[config.mk]
export PLATFORM = sky130hd
export DESIGN_NAME = spec_recovery_ctrl
export DESIGN_NICKNAME = d
export VERILOG_FILES = /design/src/rtl/spec_pkg.sv /design/src/rtl/spec_seq_alloc.sv /design/src/rtl/spec_rat.sv /design/src/rtl/spec_age_kill.sv /design/src/rtl/spec_recovery_ctrl.sv
export SDC_FILE = /design/constraint.sdc
export NUM_CORES = 1
export LEC_CHECK = 0
export BUFFER_PORTS_ARGS = -buffer_cell sky130_fd_sc_hd__buf_2
export CORE_UTILIZATION = 56
export CTS_BUF_LIST = sky130_fd_sc_hd__clkbuf_2 sky130_fd_sc_hd__clkbuf_4 sky130_fd_sc_hd__clkbuf_8
export CTS_CLUSTER_SIZE = 12
export DETAILED_ROUTE_END_ITERATION = 8
export GPL_TIMING_DRIVEN = 0
export MAX_ROUTING_LAYER = met4
export PLACE_DENSITY_LB_ADDON = 0.15
export SLEW_MARGIN = 20
export SYNTH_ARGS = -nofsm -noshare
export SYNTH_HDL_FRONTEND = slang
export SYNTH_SLANG_ARGS = --single-unit
[constraint.sdc]
create_clock -name clk -period 3.2 [get_ports clk]
set_input_delay 0.64 -clock clk [delete_from_list [all_inputs] [get_ports clk]]
set_output_delay 0.64 -clock clk [all_outputs]
set_load 0.05 [all_outputs]
[src/rtl/spec_pkg.sv]
package spec_pkg;
  localparam int AREGS     = 16;
  localparam int AREG_W    = $clog2(AREGS);
  localparam int PTAG_W    = 5;
  localparam int WIN_DEPTH = 16;
  localparam int MEM_DEPTH = 16;
  localparam int SEQ_W     = $clog2(WIN_DEPTH) + 1;
  localparam int PC_W      = 32;

  typedef logic [SEQ_W-1:0] seq_t;

  // a is strictly younger than b when the modular distance is nonzero
  // and below half the number space (wrap bit of the difference clear)
  function automatic logic seq_younger(seq_t a, seq_t b);
    seq_t d;
    d = a - b;
    return (d != '0) && !d[SEQ_W-1];
  endfunction
endpackage

[src/rtl/spec_seq_alloc.sv]
module spec_seq_alloc
  import spec_pkg::*;
(
  input  logic clk,
  input  logic rst_n,
  input  logic fire_i,
  input  logic rewind_i,
  input  seq_t rewind_seq_i,
  output seq_t seq_o
);
  seq_t seq_q;

  always_ff @(posedge clk or negedge rst_n) begin
    if (!rst_n)        seq_q <= '0;
    else if (rewind_i) seq_q <= rewind_seq_i + seq_t'(1);
    else if (fire_i)   seq_q <= seq_q + seq_t'(1);
  end

  assign seq_o = seq_q;

  p_hold_idle_r11: assert property (@(posedge clk) disable iff (!rst_n)
    (!fire_i && !rewind_i) |=> $stable(seq_q));
endmodule

[src/rtl/spec_rat.sv]
module spec_rat
  import spec_pkg::*;
(
  input  logic              clk,
  input  logic              rst_n,
  input  logic              we_i,
  input  logic [AREG_W-1:0] waddr_i,
  input  logic [PTAG_W-1:0] wdata_i,
  input  logic              snap_i,
  input  logic              restore_i,
  input  logic [AREG_W-1:0] raddr_i,
  output logic [PTAG_W-1:0] rdata_o
);
  localparam int FLAT_W = AREGS * PTAG_W;

  logic [FLAT_W-1:0] tbl_q;
  logic [FLAT_W-1:0] ckpt_q;

  always_ff @(posedge clk or negedge rst_n) begin
    if (!rst_n) begin
      for (int i = 0; i < AREGS; i++) tbl_q[i*PTAG_W +: PTAG_W] <= PTAG_W'(i);
    end else if (restore_i) begin
      tbl_q <= ckpt_q;
    end else if (we_i) begin
      tbl_q[waddr_i*PTAG_W +: PTAG_W] <= wdata_i;
    end
  end

  always_ff @(posedge clk or negedge rst_n) begin
    if (!rst_n)      ckpt_q <= '0;
    else if (snap_i) ckpt_q <= tbl_q;
  end

  assign rdata_o = tbl_q[raddr_i*PTAG_W +: PTAG_W];

  p_restore_r7: assert property (@(posedge clk) disable iff (!rst_n)
    restore_i |=> (tbl_q == $past(ckpt_q)));

  p_snap_r4: assert property (@(posedge clk) disable iff (!rst_n)
    snap_i |=> (ckpt_q == $past(tbl_q)));
endmodule

[src/rtl/spec_age_kill.sv]
module spec_age_kill
  import spec_pkg::*;
#(
  parameter int DEPTH = 16
) (
  input  logic               flush_i,
  input  seq_t               br_seq_i,
  input  logic [DEPTH-1:0]   vld_i,
  input  logic [DEPTH*SEQ_W-1:0] seq_i,
  output logic [DEPTH-1:0]   kill_o
);
  for (genvar g = 0; g < DEPTH; g++) begin : g_ent
    seq_t ent_seq;
    assign ent_seq   = seq_i[g*SEQ_W +: SEQ_W];
    assign kill_o[g] = flush_i && vld_i[g] && seq_younger(ent_seq, br_seq_i);

    always_comb begin
      if (kill_o[g]) begin
        p_spare_branch_r8: assert (ent_seq != br_seq_i);
      end
    end
  end
endmodule

[src/rtl/spec_recovery_ctrl.sv]
module spec_recovery_ctrl
  import spec_pkg::*;
(
  input  logic                       clk,
  input  logic                       rst_n,
  input  logic                       alloc_valid_i,
  output logic                       alloc_ready_o,
  input  logic                       alloc_is_br_i,
  input  logic                       alloc_wr_i,
  input  logic [AREG_W-1:0]          alloc_areg_i,
  input  logic [PTAG_W-1:0]          alloc_ptag_i,
  output logic [SEQ_W-1:0]           alloc_seq_o,
  input  logic [AREG_W-1:0]          rd_areg_i,
  output logic [PTAG_W-1:0]          rd_ptag_o,
  input  logic                       res_valid_i,
  input  logic                       res_ok_i,
  input  logic [PC_W-1:0]            res_target_i,
  output logic                       spec_active_o,
  output logic [SEQ_W-1:0]           spec_seq_o,
  output logic                       confirm_o,
  output logic                       recover_o,
  output logic [PC_W-1:0]            redirect_pc_o,
  input  logic [WIN_DEPTH-1:0]       win_vld_i,
  input  logic [WIN_DEPTH*SEQ_W-1:0] win_seq_i,
  output logic [WIN_DEPTH-1:0]       win_kill_o,
  input  logic [MEM_DEPTH-1:0]       mem_vld_i,
  input  logic [MEM_DEPTH*SEQ_W-1:0] mem_seq_i,
  output logic [MEM_DEPTH-1:0]       mem_kill_o
);
  logic pending_q;
  seq_t br_seq_q;
  seq_t cur_seq;
  logic res_hit, recover, confirm, fire, br_fire, ren_we;

  assign res_hit = res_valid_i && pending_q;
  assign recover = res_hit && !res_ok_i;
  assign confirm = res_hit && res_ok_i;

  // one branch in flight; nothing enters during the recovery cycle
  assign alloc_ready_o = !recover && !(pending_q && alloc_is_br_i);
  assign fire    = alloc_valid_i && alloc_ready_o;
  assign br_fire = fire && alloc_is_br_i;
  assign ren_we  = fire && !alloc_is_br_i && alloc_wr_i;

  always_ff @(posedge clk or negedge rst_n) begin
    if (!rst_n) begin
      pending_q <= 1'b0;
      br_seq_q  <= '0;
    end else begin
      if (recover || confirm) pending_q <= 1'b0;
      else if (br_fire)       pending_q <= 1'b1;
      if (br_fire) br_seq_q <= cur_seq;
    end
  end

  spec_seq_alloc u_seq (
    .clk, .rst_n,
    .fire_i      (fire),
    .rewind_i    (recover),
    .rewind_seq_i(br_seq_q),
    .seq_o       (cur_seq)
  );

  spec_rat u_rat (
    .clk, .rst_n,
    .we_i     (ren_we),
    .waddr_i  (alloc_areg_i),
    .wdata_i  (alloc_ptag_i),
    .snap_i   (br_fire),
    .restore_i(recover),
    .raddr_i  (rd_areg_i),
    .rdata_o  (rd_ptag_o)
  );

  spec_age_kill #(.DEPTH(WIN_DEPTH)) u_win_kill (
    .flush_i (recover), .br_seq_i(br_seq_q),
    .vld_i   (win_vld_i), .seq_i(win_seq_i), .kill_o(win_kill_o)
  );

  spec_age_kill #(.DEPTH(MEM_DEPTH)) u_mem_kill (
    .flush_i (recover), .br_seq_i(br_seq_q),
    .vld_i   (mem_vld_i), .seq_i(mem_seq_i), .kill_o(mem_kill_o)
  );

  assign alloc_seq_o   = cur_seq;
  assign spec_active_o = pending_q;
  assign spec_seq_o    = br_seq_q;
  assign confirm_o     = confirm;
  assign recover_o     = recover;
  assign redirect_pc_o = recover ? res_target_i : '0;

  p_one_branch_r5: assert property (@(posedge clk) disable iff (!rst_n)
    (pending_q && fire) |-> !alloc_is_br_i);

  p_clear_r6: assert property (@(posedge clk) disable iff (!rst_n)
    (confirm_o || recover_o) |=> !spec_active_o);

  p_rewind_r9: assert property (@(posedge clk) disable iff (!rst_n)
    recover_o |=> (alloc_seq_o == $past(br_seq_q) + seq_t'(1)));

  p_ignore_r10: assert property (@(posedge clk) disable iff (!rst_n)
    !spec_active_o |-> (!confirm_o && !recover_o && win_kill_o == '0 && mem_kill_o == '0));

  p_quiet_confirm_r6: assert property (@(posedge clk) disable iff (!rst_n)
    confirm_o |-> (win_kill_o == '0 && mem_kill_o == '0));
endmodule

* Word-level counts from Yosys, hierarchy flattened *
Cells that the tools add are included.
W data, S select, Z words.

storage, ports and cells
  word-level logic and storage cells = 230
  output and inout port bits = 83
  flip-flop bits (word level) = 171

operators by class
  reductions and logical operators = 177
  shifts and indexed selects = 3
  $mul = 2
  mux-type cells = 8
  $add $sub $neg = 35

operators by type and width
  operator                   number
  $mux W80                   2
  $reduce_bool A5 Y1         32
  $sub A5 B5 Y5              32
  $logic_and A1 B1 Y1        105
  $bwmux W80                 1
  $shift A5 B34 Y80 const A  1
  $shiftx A5 B34 Y80         1
  $shiftx A80 B8 Y5          1
  $logic_not A1 Y1           36
  $neg A7 Y34                1
  $mux W32                   1
  $mul A4 B3 Y7 const B      2
  $add A5 B1 Y5 const B      2
  $mux W5                    2
  $reduce_bool A2 Y1         3
  $mux W1                    2
  $logic_or A1 B1 Y1         1

* Depth between registers and ports, before layout *
Gate-level depths: netlist of the first run.

  word-level depth = 9
  depth in mapped cells = 11
  mapped depth without buffers = 8

* By module *
From an unflattened synthesis of the first run, not the netlist that was laid out.

second synthesis, totals
  cell total of the unflattened synthesis = 1,261
  area, all modules = 13,181.4 um^2

by module, submodules not included
  module              area each (um^2)  cells an instance  instances
  spec_rat            7,736.2           616                1
  spec_age_kill       2,298.5           279                2
  spec_recovery_ctrl  536.8             58                 1
  spec_seq_alloc      311.5             29                 1

* Worst setup path after synthesis of the first run *
No wires, ideal clock.

  kind = register to output
  start point = register br_seq_q[1], in the netlist spec_seq_o[1]
  end point = output port mem_kill_o[0]
  slack = -1.079 ns
  arrival time = 3.639 ns
  stages on the path, launching flop included = 7
  buffers on the path = 0
  cells stage by stage = dfrtp_1 inv_1 ha_1 nor2b_1 o211ai_1 a31oi_1 nor4_1

on the way
  word-level cells in the longest chain between the ends = 4
  elaborated cells between the ends (all ways) = 5
  those cells by class = 1 x add/sub; 4 x reduce/logical

ends and longest elaborated chain
  what                                                           RTL line                  source
  start: declaration                                             spec_recovery_ctrl.sv:31  seq_t br_seq_q;
  start signal: assignment                                       spec_recovery_ctrl.sv:52  if (br_fire) br_seq_q <= cur_seq;
  $sub A5 B5 Y5 *                                                spec_pkg.sv:16            d = a - b;
  $reduce_bool A5 Y1 / $logic_not A1 Y1 (equally long branches)  spec_pkg.sv:17            return (d != '0) && !d[SEQ_W-1];
  $logic_and A1 B1 Y1 *                                          spec_pkg.sv:17
  $logic_and A1 B1 Y1 *                                          spec_age_kill.sv:15       assign kill_o[g] = flush_i && vld_i[g] && seq_younger(ent_seq, br_seq_i);
  end: declaration                                               spec_recovery_ctrl.sv:28  output logic [MEM_DEPTH-1:0] mem_kill_o

Every way passes the cells marked *; elsewhere a longest branch is shown, timed or not.

* Worst setup path after layout of the first run *
  start point = register br_seq_q[1], in the netlist spec_seq_o[1]
  end point = output port mem_kill_o[8]

Same word-level chain as after synthesis.

==> results.md, run 1 <==
- Yosys warns: 0
- Largest area contributor in the netlist: dfrtp_1
- I/O Pins: 327
- Synth top area share: 27.65%
- Crit path DAT: between 3 and 4 ns
- Hold_buf cts: 0
- Setup repair after global routing missed its margin: yes
- Syn Nets: ~1.6k
- Peak supply drop: 0.0003960 V
- Seq cells post-synth: between 150 and 200
- H-tree depth: 4
- Hold WC Path Type: in -> async
- CTS tree: yes
- Pre-antenna DRT Iters: 6
- Final GP Congestion: a little under 1
- Failing checks: setup timing
- Worst Clk Skew: between 0.01 and 0.015 ns
- Total power: around 13 mW
- Post-layout net count: ~2.0k
- Post-synth EDFFs: 0
- CTS Sinks: 171
- Met3 routed WL: 5.683 mm
- Post-detail-place hpwl: just under 30 mm
- Final Max Tran Viols: 0
- # Max-Cap Violations: 0
- Fraction of registers with async set or reset after synthesis: 100.0%
- Drt via density: just under 7
- Most common cell in the netlist: dfrtp_1
- Syn avg cell area: 10.18 um2
- Max FO, Critical Path: 7
- Met1 wire length: roughly 18 mm
- DR WL/cell: between 20 and 30 um
- Clock root cell: clkbuf_8
- Max clock buf depth: 2
- DR WL met2: 23.16 mm
- Total global-route track usage: between 30% and 40%
- Req. time, crit path: ~2.6 ns
- Die height: approximately 150 um
- Leak: a little under 8 nW
- Mapped Cells: 1236
- Initial antenna violation count: 12
- GRT overflow: 0
- Die footprint: roughly 23000 um2
- Area Overhead vs Synth: 39.93%
- Ys flop type: dfrtp_1
- Remaining antenna violation count: 0
- Via count: 13.31k
- Mapped cell area: 12580 um2
- Core area: 21890 um2
- Top Metal Used: met4
- Distinct cells, synth: 57
- Commonest cells post-synth: 139 x dfrtp_1, 133 x ha_1, 92 x nand2_1, 90 x a21oi_1, 86 x mux2_2
- Share of cells above drive strength 1: approximately 47%
- Pin count of the biggest net entering global routing: just under 90
- Top cells by area, synth: dfrtp_1 28%, ha_1 13%, mux2_2 7.7%, dfstp_2 6.7%, a221o_1 5.5%
- Clock Latency Late Sink: 0.49 ns
- Fmax: around 260 MHz
- Power Dens Cells: between 700 and 800 nW/um2
- Number of DRC markers in iteration 0: 1454
- Period utilization: 120.3%
- First-pass GRT wire length: ~67 mm
- Fin. Hold Viols: 0
- Port Buffer Count: 320
- Relative slew slack: 35.57%
- Outcome: finished with violations
- Critical path startpoint category: register
- Critical path class: reg -> out
- # rows: 54
- Drt total wl: a little over 50 mm
- CP endpoint kind: output port
- Worst hold slack: approximately 0.14 ns
- Final setup violation count: 32
- DR DRC count: 0
- Clock-pin slew on the worst setup and hold paths: around 0.09 ns
- Post-layout min period: 3.850 ns
- Initial cell density of the core: between 50 and 60%
- Worst slew pin tran: roughly 0.97 ns
- Cts bufs inserted: 17
- Post-route setup slack: -0.6502 ns
- Width of the die: approximately 150 um
- Number of global-route vias before repair: 12.43k
- Seq/Total Area, Yosys: between 30% and 40%
sequential cells by signal, summed over array words and instances (netlist names):
| name | flops |
|---|---|
| spec_seq_o | 5 |
| spec_active_o | 1 |
| u_rat.tbl_q | 80 |
| u_seq.seq_o | 5 |
| u_rat.ckpt_q | 80 |
metal layers:
metal  vias to the layer above  track usage [%]
li1                       5559                -
met1                      6401            46.43
met2                       980            60.95
met3                       367            8.671
met4                         0            18.10
met5                         -                -
layout by cell type, fill, tap and decap left out, drive strengths merged, types with 32 or more instances in the layout:
cell | Yosys | final
buf | 33 | 405
dfrtp | 139 | 139
ha | 133 | 133
nand2 | 93 | 93
a21oi | 92 | 92
mux2 | 86 | 86
a221o | 69 | 69
and2 | 48 | 48
nor3 | 47 | 47
clkbuf | 22 | 46
inv | 40 | 38
xnor2 | 34 | 34
o211ai | 33 | 33
nor2b | 33 | 33
dfstp | 32 | 32
or4 | 32 | 32
cells by family after synthesis:
logic type               count (synthesis)  share of synthesized area, %
AND/OR/NAND/NOR                        407                         18.11
AO/OA/AOI/OAI                          255                         14.54
flip-flops                             171                         34.34
adder cells (fa/ha/maj)                133                         13.23
multiplexers                           116                         12.57
buffers and inverters                   95                         3.094
XOR/XNOR                                59                         4.108
cell type report:
cell class                 instances  area, um2
timing repair inverter             3      22.52
tap                              280      350.3
clock buffer                      22      290.3
multi-input combinational        970       9628
timing repair buffer             375       2422
sequential                       171       4325
inverter                          40      161.4
fill                            1254       4290
clock inverter                    10      115.1
buffer                            54      250.2
antenna                           14      35.03
stage by stage:
stage / utilization, % / worst slack (ns) / TNS [ns] / instances / instance area, um2
finish: 80.40 / -0.6502 / -7.282 / 1939 / 17600
global route: 80.40 / -0.7276 / -10.44 / 1939 / 17600
CTS: 76.65 / -0.1476 / -3.373 / 1902 / 16780
detailed placement: 68.91 / -0.5076 / -12.59 / 1838 / 15090
global placement: 68.64 / -1.332 / -159.02 / 1836 / 15030
floorplan: - / -0.07470 / -1.917 / 1236 / 13080
path summary, 6_finish.rpt:
check / cells after the start / slack, ns / to / start
setup / recovery: 9 / -0.65 / mem_kill_o[8] / spec_seq_o[1]$_DFFE_PN0P_
hold reg to reg: 2 / 0.50 / u_rat.tbl_q[3]$_DFFE_PN0P_ / u_rat.ckpt_q[3]$_DFFE_PN0P_
setup reg to reg: 10 / 0.16 / u_seq.seq_o[4]$_DFFE_PN0P_ / spec_active_o$_DFFE_PN0P_
hold / removal: 1 / 0.14 / spec_seq_o[0]$_DFFE_PN0P_ / rst_n
max in group asynchronous: 2 / 2.18 / u_rat.tbl_q[58]$_DFFE_PN1P_ / rst_n
min in group clk: 2 / 0.35 / spec_active_o$_DFFE_PN0P_ / res_valid_i
where the power goes:
| part | leakage [nW] | internal (mW) | switching, mW |
|---|---|---|---|
| sequential | 2.20 | 2.57 | 0.330 |
| clock | 0.202 | 0.772 | 0.819 |
| combinational | 5.45 | 3.75 | 4.75 |
critical path, cell delays in order, from the launching register on:
cell        delay (ns)
dfrtp_2           0.43
clkinvlp_4        0.18
buf_12            0.20
buf_4             0.14
ha_4              0.29
nor2b_2           0.47
o211ai_1          0.28
and3_1            0.28
nor4_4            0.25
buf_6             0.20
what timing repair did:
item | CTS | global route
gates resized for setup | 162 | 94
cloned | 4 | 1
setup endpoints to repair | 52 | 62
buffers inserted | 29 | 22
pin swaps | 42 | 81
Power figures use the tool's default switching activity.
==> run 2, diff against run 1 <==
==> constraint.sdc (replaced) <==
create_clock -name clk -period 3.2 [get_ports clk]
set_input_delay 0.32 -clock clk [delete_from_list [all_inputs] [get_ports clk]]
set_output_delay 0.32 -clock clk [all_outputs]
set_load 0.05 [all_outputs]
==> run 2 against run 1 <==
Against the previous run: the run now ends clean; wire length decreased by 20%; via count down 9.3%; setup slack better by 0.73 ns; total power down 22%; final cell count is 2.9% lower; critical path depth shrank 1; final area decreased by 11%; sequential cell count unchanged; core utilization down 8.8 points; clock power fell by 9%; global-route usage fell by 1.3 points; hold slack got worse by 0.088 ns; critical endpoint is now win_kill_o[7]; largest cell class unchanged.
==> results.md, run 2 (synthesized netlist as in run 1, its figures left out) <==
- Outcome: finished, final reports clean (was finished with violations)
- Clock-pin slew on the worst setup and hold paths: 0.09 ns (about the same)
- DR DRC count: 0 (unchanged)
- Clock power share: 14.2% (was 12.2%)
- Area after DPL: 15150 um2 (was 15090 um2)
- DR WL/cell: 21.81 um (was 26.55 um)
- Pin count of the biggest net entering global routing: 90 (was 89)
- # rows: 54 (unchanged)
- Final GP Congestion: 1.003 (was 0.9801)
- Fin area: 15670 um2 (was 17600 um2)
- # fillers: 1701 (was 1254)
- Via count: 12.07k (was 13.31k)
- Fin. Hold Viols: 0 (unchanged)
- Port Buffer Count: 320 (unchanged)
- CTS Sinks: 171 (unchanged)
- Peak supply drop: 0.0003555 V (was 0.0003960 V)
- Width of the die: 151.9 um (unchanged)
- Post-layout net count: 1959 (was 2009)
- Leak: 7.484 nW (was 7.850 nW)
- H-tree depth: 4 (unchanged)
- Max clock buf depth: 2 (unchanged)
- Initial antenna violation count: 8 (was 12)
- Flop pwr share: 29.0% (was 22.3%)
- Sw Ratio: 44.76% (was 45.41%)
- Final Instance Count excl. Fillers: 1883 (was 1939)
- Most common cell after layout, fill and taps aside: buf_2 (unchanged)
- Cts bufs inserted: 17 (unchanged)
- Final Max Tran Viols: 0 (unchanged)
- Int Power: 5.620 mW (was 7.096 mW)
- Clock root cell: clkbuf_8 (unchanged)
- Core area: 21890 um2 (unchanged)
- Die footprint: 23060 um2 (unchanged)
- Post-layout min period: 3.125 ns (was 3.850 ns)
- Setup repair after global routing missed its margin: no (was yes)
- Req. time, crit path: 2.88 ns (was 2.56 ns)
- Final setup violation count: 0 (was 32)
- Clock Latency Late Sink: 0.48 ns (was 0.49 ns)
- Critical path startpoint category: register (unchanged)
- Number of global-route vias before repair: 12.13k (was 12.43k)
- NetSw: 4.553 mW (was 5.902 mW)
- CTS tree: yes (unchanged)
- Pre-antenna DRT Iters: 6 (unchanged)
- Hold WC Path Type: in -> reg (was in -> async)
- Worst Clk Skew: 0.01169 ns (was 0.01327 ns)
- # Max-Cap Violations: 0 (unchanged)
- Placed insts: 1841 (was 1838)
- Setup TNS: 0 ns (was -7.282 ns)
- Die height: 151.9 um (unchanged)
- Post-detail-place hpwl: 31.76 mm (was 29.77 mm)
- Commonest non-fill, non-tap cells in the layout: 336 x buf_2, 135 x dfrtp_1, 133 x ha_1, 92 x nand2_1, 89 x a21oi_1 (was 308 x buf_2, 134 x dfrtp_1, 92 x nand2_1, 86 x mux2_2, 70 x ha_1)
- Initial cell density of the core: 57.46% (unchanged)
- Worst slew pin tran: 0.9139 ns (was 0.9665 ns)
- I/O Pins: 327 (unchanged)
- CP endpoint kind: output port (unchanged)
- Period utilization: 97.65% (was 120.3%)
- Crit path DAT: 2.80 ns (was 3.21 ns)
- Power Dens Cells: 649.4 nW/um2 (was 738.5 nW/um2)
- Max FO, Critical Path: 21 (was 7)
- Share of cells above drive strength 1: 36.61% (was 47.11%)
- Relative slew slack: 39.08% (was 35.57%)
- Area Overhead vs Synth: 24.54% (was 39.93%)
- Drt total wl: 41.07 mm (was 51.47 mm)
- Remaining antenna violation count: 0 (unchanged)
- Drt via density: 6.407 (was 6.863)
- Total global-route track usage: 37.15% (was 38.41%)
- Fmax: 320.0 MHz (was 259.7 MHz)
- First-pass GRT wire length: 64.80 mm (was 67.14 mm)
- Largest regs: u_rat.ckpt_q x80, u_rat.tbl_q x80 (unchanged)
- GRT overflow: 0 (unchanged)
- Comb pwr share: 56.8% (was 65.4%)
- Critical path class: reg -> out (unchanged)
- Number of DRC markers in iteration 0: 780 (was 1454)
-- run 2: changes by cell type in the layout (fill, tap and decap cells not counted), moves of 12 or more --
cell	previous run	this run
buf_4	40	3
nor2b_4	13	0
ha_4	63	0
a21oi_1	55	89
ha_1	70	133
or3_4	12	0
buf_6	35	2
or3_1	11	23
buf_2	308	336
a21oi_2	37	3
nor2b_1	19	33
-- run 2: path summary, 6_finish.rpt --
| kind | start | endpoint | slack, ns | cells after the start |
|---|---|---|---|---|
| max in group asynchronous | rst_n | u_rat.tbl_q[56]$_DFFE_PN1P_ | 1.90 | 3 |
| min in group asynchronous | rst_n | u_rat.tbl_q[2]$_DFFE_PN0P_ | 0.40 | 2 |
| max reg2reg | spec_active_o$_DFFE_PN0P_ | u_seq.seq_o[4]$_DFFE_PN0P_ | 0.32 | 10 |
| min reg2reg | u_rat.ckpt_q[1]$_DFFE_PN0P_ | u_rat.tbl_q[1]$_DFFE_PN0P_ | 0.49 | 2 |
| max | spec_seq_o[2]$_DFFE_PN0P_ | win_kill_o[7] | 0.08 | 8 |
| min | res_valid_i | spec_active_o$_DFFE_PN0P_ | 0.05 | 2 |
-- run 2: per-layer routing --
metal,vias up,share of wire (%),wire length (um),track usage [%]
li1,5444,-,-,-
met1,5894,40,16620,45.65
met2,593,47,19300,58.20
met3,134,8.0,3293,7.986
met4,0,4.5,1851,17.95
met5,-,0,0,-
-- run 2: critical path, cell delays in order, from the launching register on --
cell and delay, ns:
dfrtp_2 0.49, inv_8 0.10, buf_16 0.18, ha_1 0.33, or3_1 0.35, or3_1 0.31
a31oi_1 0.24, nor4_4 0.08, buf_2 0.23
-- run 2: layout make-up --
cell class              instances  area [um2]  area share, %
diodes                          8       20.02         0.1278
clock buffers                  21       276.5          1.765
inverters                      40       177.7          1.134
multi-input cells             970        8386          53.53
flip-flops and latches        171        4324          27.60
plain buffers                  53       241.5          1.542
clock inverters                11       86.33         0.5511
well taps                     280       350.3          2.236
repair buffers                329        1803          11.51
-- run 2: power by group through the flow --
stage	Clock, mW	Combinational [mW]	Sequential [mW]
after CTS	1.45	5.64	2.93
final	1.44	5.78	2.95
after global routing	1.54	6.38	2.99
after floorplan	0	3.94	3.07
after global placement	0	5.16	2.95
after detailed placement	0	5.61	2.94
-- run 2: timing repair --
item | in CTS | in global routing
gates resized for setup | 10 | 23
setup buffers | 0 | 3
gates cloned | 0 | 0
endpoints found under the hold margin | 64 | 0
hold buffers | 1 | 0
endpoints found under the setup margin | 32 | 41
pin swaps | 0 | 1
-- run 2: stage by stage --
stage	util (%)	setup WS (ns)	power [mW]	hold WS [ns]
after CTS	71.03	0.001332	10.02	0.04580
after floorplan	-	-0.1986	7.006	0.02441
after detailed placement	69.21	0.05853	8.547	0.3504
final	71.56	0.07536	10.17	0.05427
after global routing	71.56	0.002836	10.92	0.06922
after global placement	68.53	-0.7417	8.114	0.4523
